### src/rtl/dpa_pkg.sv
package dpa_pkg;

  typedef enum logic [1:0] {
    OWN_NONE  = 2'd0,
    OWN_LEFT  = 2'd1,
    OWN_RIGHT = 2'd2
  } owner_t;

  // Decide which port proceeds when a collision is (re)evaluated.
  // The port that did not just arrive was there first and wins;
  // a tie goes to the left port.
  function automatic owner_t pick_owner(input logic l_new, input logic r_new);
    if (l_new && !r_new) return OWN_RIGHT;
    return OWN_LEFT;
  endfunction

endpackage

### src/rtl/dpa_port_track.sv
module dpa_port_track #(
  parameter int ADDR_W = 14
) (
  input  logic              clk,
  input  logic              rst,
  input  logic [ADDR_W-1:0] addr,
  input  logic              ce_n,
  output logic              active,
  output logic              arrive
);
  logic              was_active;
  logic [ADDR_W-1:0] last_addr;

  assign active = !ce_n;
  assign arrive = active && (!was_active || (last_addr != addr));

  always_ff @(posedge clk) begin
    if (rst) begin
      was_active <= 1'b0;
      last_addr  <= '0;
    end else begin
      was_active <= active;
      last_addr  <= addr;
    end
  end
endmodule

### src/rtl/dpa_collision_fsm.sv
module dpa_collision_fsm
  import dpa_pkg::*;
(
  input  logic clk,
  input  logic rst,
  input  logic master_mode,
  input  logic l_active,
  input  logic r_active,
  input  logic l_arrive,
  input  logic r_arrive,
  input  logic addr_eq,
  output logic l_block_nxt,
  output logic r_block_nxt,
  output logic l_busy_n,
  output logic r_busy_n
);
  owner_t owner_q, owner_d;
  logic   collide;

  assign collide = l_active && r_active && addr_eq;

  always_comb begin
    owner_d = owner_q;
    if (!master_mode || !collide) begin
      owner_d = OWN_NONE;
    end else begin
      unique case (owner_q)
        OWN_NONE:  owner_d = pick_owner(l_arrive, r_arrive);
        OWN_LEFT:  if (l_arrive) owner_d = pick_owner(l_arrive, r_arrive);
        OWN_RIGHT: if (r_arrive) owner_d = pick_owner(l_arrive, r_arrive);
        default:   owner_d = OWN_NONE;
      endcase
    end
  end

  assign l_block_nxt = (owner_d == OWN_RIGHT);
  assign r_block_nxt = (owner_d == OWN_LEFT);

  always_ff @(posedge clk) begin
    if (rst) begin
      owner_q  <= OWN_NONE;
      l_busy_n <= 1'b1;
      r_busy_n <= 1'b1;
    end else begin
      owner_q  <= owner_d;
      l_busy_n <= !l_block_nxt;
      r_busy_n <= !r_block_nxt;
    end
  end
endmodule

### src/rtl/dpa_write_gate.sv
module dpa_write_gate (
  input  logic clk,
  input  logic rst,
  input  logic ce_n,
  input  logic we_n,
  input  logic block,
  output logic we_q_n
);
  always_ff @(posedge clk) begin
    if (rst) we_q_n <= 1'b1;
    else     we_q_n <= we_n || ce_n || block;
  end
endmodule

### src/rtl/dp_collision_arb.sv
module dp_collision_arb #(
  parameter int ADDR_W = 14
) (
  input  logic              clk,
  input  logic              rst,
  input  logic              master_mode,
  input  logic [ADDR_W-1:0] l_addr,
  input  logic              l_ce_n,
  input  logic              l_we_n,
  input  logic              l_busy_in_n,
  input  logic [ADDR_W-1:0] r_addr,
  input  logic              r_ce_n,
  input  logic              r_we_n,
  input  logic              r_busy_in_n,
  output logic              l_busy_n,
  output logic              r_busy_n,
  output logic              l_we_q_n,
  output logic              r_we_q_n
);
  localparam int NPORT = 2;

  logic [ADDR_W-1:0] p_addr  [NPORT];
  logic              p_ce_n  [NPORT];
  logic              p_we_n  [NPORT];
  logic              p_bin_n [NPORT];
  logic              p_act   [NPORT];
  logic              p_arr   [NPORT];
  logic              p_bnxt  [NPORT];
  logic              p_blk   [NPORT];
  logic              p_weq_n [NPORT];

  assign p_addr[0]  = l_addr;  assign p_addr[1]  = r_addr;
  assign p_ce_n[0]  = l_ce_n;  assign p_ce_n[1]  = r_ce_n;
  assign p_we_n[0]  = l_we_n;  assign p_we_n[1]  = r_we_n;
  assign p_bin_n[0] = l_busy_in_n; assign p_bin_n[1] = r_busy_in_n;

  dpa_collision_fsm u_fsm (
    .clk         (clk),
    .rst         (rst),
    .master_mode (master_mode),
    .l_active    (p_act[0]),
    .r_active    (p_act[1]),
    .l_arrive    (p_arr[0]),
    .r_arrive    (p_arr[1]),
    .addr_eq     (l_addr == r_addr),
    .l_block_nxt (p_bnxt[0]),
    .r_block_nxt (p_bnxt[1]),
    .l_busy_n    (l_busy_n),
    .r_busy_n    (r_busy_n)
  );

  for (genvar g = 0; g < NPORT; g++) begin : g_port
    dpa_port_track #(.ADDR_W(ADDR_W)) u_track (
      .clk    (clk),
      .rst    (rst),
      .addr   (p_addr[g]),
      .ce_n   (p_ce_n[g]),
      .active (p_act[g]),
      .arrive (p_arr[g])
    );

    assign p_blk[g] = master_mode ? p_bnxt[g] : !p_bin_n[g];

    dpa_write_gate u_gate (
      .clk    (clk),
      .rst    (rst),
      .ce_n   (p_ce_n[g]),
      .we_n   (p_we_n[g]),
      .block  (p_blk[g]),
      .we_q_n (p_weq_n[g])
    );
  end

  assign l_we_q_n = p_weq_n[0];
  assign r_we_q_n = p_weq_n[1];
endmodule

### config.mk
export PLATFORM = sky130hd
export DESIGN_NAME = dp_collision_arb
export DESIGN_NICKNAME = d
export VERILOG_FILES = /design/src/rtl/dpa_pkg.sv /design/src/rtl/dpa_port_track.sv /design/src/rtl/dpa_collision_fsm.sv /design/src/rtl/dpa_write_gate.sv /design/src/rtl/dp_collision_arb.sv
export SDC_FILE = /design/constraint.sdc
export NUM_CORES = 1
export LEC_CHECK = 0
export BUFFER_PORTS_ARGS = -buffer_cell sky130_fd_sc_hd__buf_2
export CAP_MARGIN = 15
export CORE_UTILIZATION = 40
export DETAILED_ROUTE_END_ITERATION = 8
export GPL_TIMING_DRIVEN = 1
export PLACE_DENSITY = 0.63
export SYNTH_ARGS = -nofsm -noshare
export SYNTH_HDL_FRONTEND = slang
export SYNTH_SLANG_ARGS = --single-unit
export TNS_END_PERCENT = 30
### constraint.sdc
create_clock -name clk -period 1.9 [get_ports clk]
set_clock_uncertainty 0.1 [all_clocks]
set_input_delay 0.38 -clock clk [delete_from_list [all_inputs] [get_ports clk]]
set_output_delay 0.38 -clock clk [all_outputs]
set_load 0.005 [all_outputs]
### Yosys cells after proc, flatten, opt, wreduce, memory -nomap -nowiden

Index checks and enable logic that the tools add are counted.

| cells by class | value |
|---|---|
| mux-type cells | 19 |
| eq/ne operators | 7 |
| reduce and logical (&&, ||, !) cells | 24 |

Operators with widths:

| operator | number |
|---|---|
| $ne 14x14->1 | 2 |
| $eq 14x14->1 | 1 |
| $mux 2 | 7 |
| $logic_not 1->1 | 11 |
| $mux 1 | 11 |
| $logic_or 1x1->1 | 7 |
| $pmux 2 s3 | 1 |
| $logic_and 1x1->1 | 5 |
| $eq 2x1->1 const B | 2 |
| $eq 2x2->1 const B | 2 |
| $logic_not 2->1 | 1 |

| word-level totals | value |
|---|---|
| input port bits | 37 |
| register bits | 36 |
| output and inout bits | 4 |

### Logic depth before layout (Yosys ltp)

| logic depth | value |
|---|---|
| depth after elaboration | 16 |
| mapped depth | 6 |
| mapped depth without buffers | 6 |

### Hierarchy

A second synthesis with hierarchy kept.

| second synthesis, totals | value |
|---|---|
| cell total of the unflattened synthesis | 147 |
| area total of the unflattened synthesis | 1,522.7 um^2 |

By module, submodules not included:

| module | area each (um^2) | cells an instance | times used |
|---|---|---|---|
| dpa_port_track | 559.3 | 52 | 2 |
| dp_collision_arb | 175.2 | 23 | 1 |
| dpa_collision_fsm | 173.9 | 16 | 1 |
| dpa_write_gate | 27.5 | 2 | 2 |

### Least setup slack after synthesis

OpenSTA, ideal clock, no wires.

| timing path | value |
|---|---|
| path kind | in2reg |
| start point | input port l_addr[12] |
| end point | register g_port[0].u_gate.we_q_n |
| stages | 6 |
| setup slack | 0.288 ns |
| arrival time | 1.393 ns |
| library setup time | 0.120 ns |
| cell sequence | xor2_1 > nor4_1 > nand4_1 > o22ai_2 > nor3b_2 > a211o_1 |

| on the way | value |
|---|---|
| cells in the longest elaborated chain, start to end | 15 |
| elaborated cells on any way between the ends | 27 |
| those cells by class | eq/ne: 3; mux: 17; reduce/logical: 7 |

Ends and longest elaborated chain:

| what | line | source |
|---|---|---|
| from (decl) | dp_collision_arb.sv:7 | `input logic [ADDR_W-1:0] l_addr,` |
| $ne 14x14->1 | dpa_port_track.sv:15 | `assign arrive = active && (!was_active \|\| (last_addr != addr));` |
| $logic_or 1x1->1 | dpa_port_track.sv:15 |  |
| $logic_and 1x1->1 | dpa_port_track.sv:15 |  |
| $logic_and 1x1->1 | dpa_pkg.sv:13 | `if (l_new && !r_new) return OWN_RIGHT;` |
| $mux 1 | dpa_pkg.sv:13 |  |
| $mux 1, on equally long branches | dpa_collision_fsm.sv:30, dpa_collision_fsm.sv:29 |  |
| $mux 1 | dpa_collision_fsm.sv:27 | `unique case (owner_q)` |
| $mux 1 | dpa_collision_fsm.sv:24 | `if (!master_mode \|\| !collide) begin` |
| $mux 2 | dpa_pkg.sv:14 | `return OWN_LEFT;` |
| $mux 2, on equally long branches | dpa_collision_fsm.sv:30, dpa_collision_fsm.sv:29 |  |
| $pmux 2 s3 | dpa_collision_fsm.sv:27 |  |
| $mux 2 (*) | dpa_collision_fsm.sv:24 |  |
| $eq 2x2->1 (*) | dpa_collision_fsm.sv:36 | `assign l_block_nxt = (owner_d == OWN_RIGHT);` |
| $mux 1 (*) | dp_collision_arb.sv:62 | `assign p_blk[g] = master_mode ? p_bnxt[g] : !p_bin_n[g];` |
| $logic_or 1x1->1 (*) | dpa_write_gate.sv:11 | `else we_q_n <= we_n \|\| ce_n \|\| block;` |
| to (signal assigned) | dpa_write_gate.sv:11 |  |
| to (decl) | dpa_write_gate.sv:7 | `output logic we_q_n` |

Mark *: on every way between the ends. The rest lies on a longest branch, timed or not. The select of a mux whose other input is x is not followed.
A chain may end at the register's enable or synchronous reset.

### Worst setup path after layout

| timing path | value |
|---|---|
| start point | register g_port[0].u_track.last_addr[12] |
| end point | register g_port[0].u_gate.we_q_n |

| on the way | value |
|---|---|
| cells in the longest elaborated chain, start to end | 15 |
| elaborated cells on any way between the ends | 23 |
| those cells by class | eq/ne: 2; mux: 17; reduce/logical: 4 |

Ends and longest elaborated chain:

| what | line | source |
|---|---|---|
| from (decl) | dpa_port_track.sv:12 | `logic [ADDR_W-1:0] last_addr;` |
| from (signal assigned) | dpa_port_track.sv:23 | `last_addr <= addr;` |
| $ne 14x14->1 (*) | dpa_port_track.sv:15 |  |
| $logic_or 1x1->1 (*) | dpa_port_track.sv:15 |  |
| $logic_and 1x1->1 (*) | dpa_port_track.sv:15 |  |
| $logic_and 1x1->1 | dpa_pkg.sv:13 |  |
| $mux 1 | dpa_pkg.sv:13 |  |
| $mux 1, on equally long branches | dpa_collision_fsm.sv:30, dpa_collision_fsm.sv:29 |  |
| $mux 1 | dpa_collision_fsm.sv:27 |  |
| $mux 1 | dpa_collision_fsm.sv:24 |  |
| $mux 2 | dpa_pkg.sv:14 |  |
| $mux 2, on equally long branches | dpa_collision_fsm.sv:30, dpa_collision_fsm.sv:29 |  |
| $pmux 2 s3 (*) | dpa_collision_fsm.sv:27 |  |
| $mux 2 (*) | dpa_collision_fsm.sv:24 |  |
| $eq 2x2->1 (*) | dpa_collision_fsm.sv:36 |  |
| $mux 1 (*) | dp_collision_arb.sv:62 |  |
| $logic_or 1x1->1 (*) | dpa_write_gate.sv:11 |  |

Marks and branches as above.

==> flow_metrics.env <==
export IMPL_yosys_mux_area_fraction_pct=0
export IMPL_dp_slack_ns=-0.0311
export IMPL_ys_async_sr_fraction_pct=0
export IMPL_synthXorXnorAreaFrac_pct=24.9
export IMPL_largest_net_degree_at_the_start_of_global_routing=18
export IMPL_layout_cells_most_common_list="sky130_fd_sc_hd__buf_2 (40), sky130_fd_sc_hd__dfxtp_1 (36), sky130_fd_sc_hd__nor2b_1 (28), sky130_fd_sc_hd__xnor2_1 (24), sky130_fd_sc_hd__xor2_1 (18)"
export IMPL_mappedNetlistArea_um2=1480
export IMPL_worst_slew_pin_slew_ns=0.329
export IMPL_detail_route_antenna_nets=0
export IMPL_power_switching_uw=344
export IMPL_detailed_place_area_um2=1730
export IMPL_global_route_usage_total_pct=15.7
export IMPL_synth_compound_area_share_pct=2.79
export IMPL_ff2ff_setup_slack_ns=0.22
export IMPL_setup_tns_ns=0
export IMPL_yosysTopAreaCellShare_pct=48.7
export IMPL_hpwl_mm=2.17
export IMPL_combinationalPowerShare_pct=12.7
export IMPL_tritoncts_num_sinks=36
export IMPL_post_synth_edffs=0
export IMPL_timing_setup_critical_path_class="flip-flop to flip-flop"
export IMPL_design_final_nets=227
export IMPL_layout_cell_area_non_filler_um2=1820
export IMPL_clock_tree_root_cell="sky130_fd_sc_hd__clkbuf_8"
export IMPL_reg2regPathDepth=6
export IMPL_post_drt_via_cell_ratio=4.58
export IMPL_floorplan_die_width_um=62.8
export IMPL_critical_path_peak_fanout=3
export IMPL_ctsLongestPathBuffers=2
export IMPL_num_vias=1085
export IMPL_clockPowerShare_pct=34.8
export IMPL_synth_net_count=182
export IMPL_die_height_um=62.8
export IMPL_clock_insertion_delay_worst_skew_ns=0.27
export IMPL_yosysWarningCount=0
export IMPL_rows=21
export IMPL_critPathCaptureType="flip-flop"
export IMPL_cts_htree_levels=2
export IMPL_slew_headroom_pct=77.9
export IMPL_timing_final_hold_violations=0
export IMPL_p_seq_share_pct=52.5
export IMPL_synth_top_cell_by_area="sky130_fd_sc_hd__dfxtp_1"
export IMPL_hold_ws_ns=0.184
export IMPL_drt_met1_wl_mm=1.25
export IMPL_wl_per_cell_um=11.4
export IMPL_netlist_top_cells_area="sky130_fd_sc_hd__dfxtp_1 (49%), sky130_fd_sc_hd__xnor2_1 (14%), sky130_fd_sc_hd__nor2b_1 (12%), sky130_fd_sc_hd__xor2_1 (11%), sky130_fd_sc_hd__nand4_1 (2.5%)"
export IMPL_syn_inst=145
export IMPL_final_layout_size_suffix_gt1_share_pct=25.7
export IMPL_min_period_ns=1.68
export IMPL_max_cap_viol_count=0
export IMPL_status="finished clean"
export IMPL_type_of_origin_of_the_critical_path="flip-flop"
export IMPL_clock_tree_from_tritoncts="done"
export IMPL_layout_worst_path_cycle_share_pct=88.4
export IMPL_antenna_found_initial=0
export IMPL_finalSetupViolCount=0
export IMPL_synth_top_family_by_area="XOR/XNOR gates"
export IMPL_io_pin_count=41
export IMPL_worstHoldPathType="input port to flip-flop"
export IMPL_total_power_uw=1530
export IMPL_initial_standard_cell_utilization_of_the_core_pct=43.0
export IMPL_die_area_um2=3950
export IMPL_timing_max_transition_violations_final=0
export IMPL_met2_wirelength_mm=1.30
export IMPL_numCtsBuffers=5
export IMPL_cp_data_required_time_ns=1.97
export IMPL_area_growth_synth_to_final_pct=23.2
export IMPL_internal_power_uw=1190
export IMPL_cp_data_arrival_time_ns=1.75
export IMPL_route_met3_wl_um=142
export IMPL_synthFlopType="sky130_fd_sc_hd__dfxtp_1"
export IMPL_p_sw_share_pct=22.5
export IMPL_diode_insertion_count_for_antenna_repair=0
export IMPL_cts_repair_timing_setup_buffer_count=0
export IMPL_final_critical_path_setup_slack_ns=0.220
export IMPL_wirelength_mm=2.71
export IMPL_pwr_dens_nw_per_um2=840
export IMPL_share_of_synthesized_cell_area_in_and_or_nand_and_nor_gates_pct=22.4
export IMPL_clock_transition_at_the_registers_of_the_reported_paths_ns=0.06
export IMPL_layout_commonest_cell="sky130_fd_sc_hd__buf_2"
export IMPL_power_ir_vdd_worst_mv=0.446
export IMPL_drt_drc_violations_left=0
export IMPL_achievable_frequency_mhz=595
export IMPL_routability_congestion_estimate_from_global_placement=0.802
export IMPL_p_leak_uw=0.000739
export IMPL_whs_path_depth=2
export IMPL_io_buffers=40
export IMPL_synth_avg_cell_area_um2=10.2
export IMPL_drt_pass1_iterations=4
export IMPL_post_cts_resize_count=0
export IMPL_drt_iter0_drc=37
export IMPL_yosys_cell_types_count=20
export IMPL_routed_top_layer="met4"
export IMPL_core_area_um2=3440
export IMPL_rsz_0062_raised_after_global_routing="false"
export IMPL_grt_first_pass_wirelength_mm=4.76
export IMPL_first_global_vias=1080
export IMPL_ys_ff_latch=36
export IMPL_seq_area_frac_synth_pct=48.7
export IMPL_holdBufCountCts=0
export IMPL_final_global_route_overflow_total=0
export IMPL_yosys_area_share_adder_pct=0
## cells in the mapped netlist, types with 2 or more instances
library cell and n:
sky130_fd_sc_hd__xnor2_1 24, sky130_fd_sc_hd__nor2_1 6, sky130_fd_sc_hd__nand4_1 6, sky130_fd_sc_hd__o21ai_0 3
sky130_fd_sc_hd__inv_1 2, sky130_fd_sc_hd__dfxtp_1 36, sky130_fd_sc_hd__nand3_1 3, sky130_fd_sc_hd__xor2_1 18
sky130_fd_sc_hd__nand2_1 2, sky130_fd_sc_hd__clkbuf_1 3, sky130_fd_sc_hd__nor2b_1 28, sky130_fd_sc_hd__nor3_1 2
sky130_fd_sc_hd__nor4_1 5
## cell type report
| class | instances | area, um^2 |
|---|---|---|
| tap | 46 | 57.6 |
| sequential | 36 | 721 |
| timing repair buffer | 41 | 208 |
| fill | 339 | 1620 |
| inverter | 2 | 7.51 |
| clock buffer | 8 | 90.1 |
| multi-input combinational | 104 | 741 |
## worst max-delay path, cell delays in order, from the launching register on
cell and delay, ns:
sky130_fd_sc_hd__dfxtp_1 0.31, sky130_fd_sc_hd__xor2_1 0.13, sky130_fd_sc_hd__nor4_1 0.35, sky130_fd_sc_hd__nand4_1 0.15
sky130_fd_sc_hd__o22ai_2 0.17, sky130_fd_sc_hd__nor3b_2 0.08, sky130_fd_sc_hd__a211o_1 0.28
## cells by family (layout without fill, tap and decap cells)
family                    count (synthesis)  in the layout
AOI/OAI and AO/OA                         6              6
buffers and inverters                     5             51
and+or+nand+nor                          56             56
DFF                                      36             36
xor gates and xnor gates                 42             42
## layer usage
| layer | up-vias | global-route usage, % |
|---|---|---|
| met5 | - | 0 |
| met1 | 496 | 19.0 |
| li1 | 557 | - |
| met3 | 2 | 4.38 |
| met2 | 30 | 26.2 |
| met4 | 0 | 6.10 |
## path summary, 6_finish.rpt
path                              to                       startpoint
max reg2reg  g_port[0].u_gate.we_q_n  g_port[0].u_track.last_addr[12]
max          g_port[0].u_gate.we_q_n  g_port[0].u_track.last_addr[12]
min          g_port[0].u_gate.we_q_n                           l_we_n
min reg2reg           u_fsm.l_busy_n                 u_fsm.owner_q[0]
## per-stage QoR
stage | cells | utilization (%)
2_1_floorplan | 145 | -
3_3_place_gp | 229 | 50.4
3_5_place_dp | 229 | 50.4
4_1_cts | 237 | 53.0
5_1_grt | 237 | 53.0
6_report | 237 | 53.0
## power groups by stage
stage	Combinational [uW]	Clock (uW)	Sequential [uW]
after floorplan	111	0	819
after global placement	193	0	820
after detailed placement	196	0	821
after CTS	198	554	804
after global routing	215	595	808
final	195	533	804
## sequential cells by signal, indices dropped and copies added (netlist names)
signal and cells:
u_fsm.r_busy_n 1, g_port.u_track.was_active 2, u_fsm.l_busy_n 1, g_port.u_gate.we_q_n 2
g_port.u_track.last_addr 28, u_fsm.owner_q 2
Note: power is estimated with default switching activity, not from simulation.
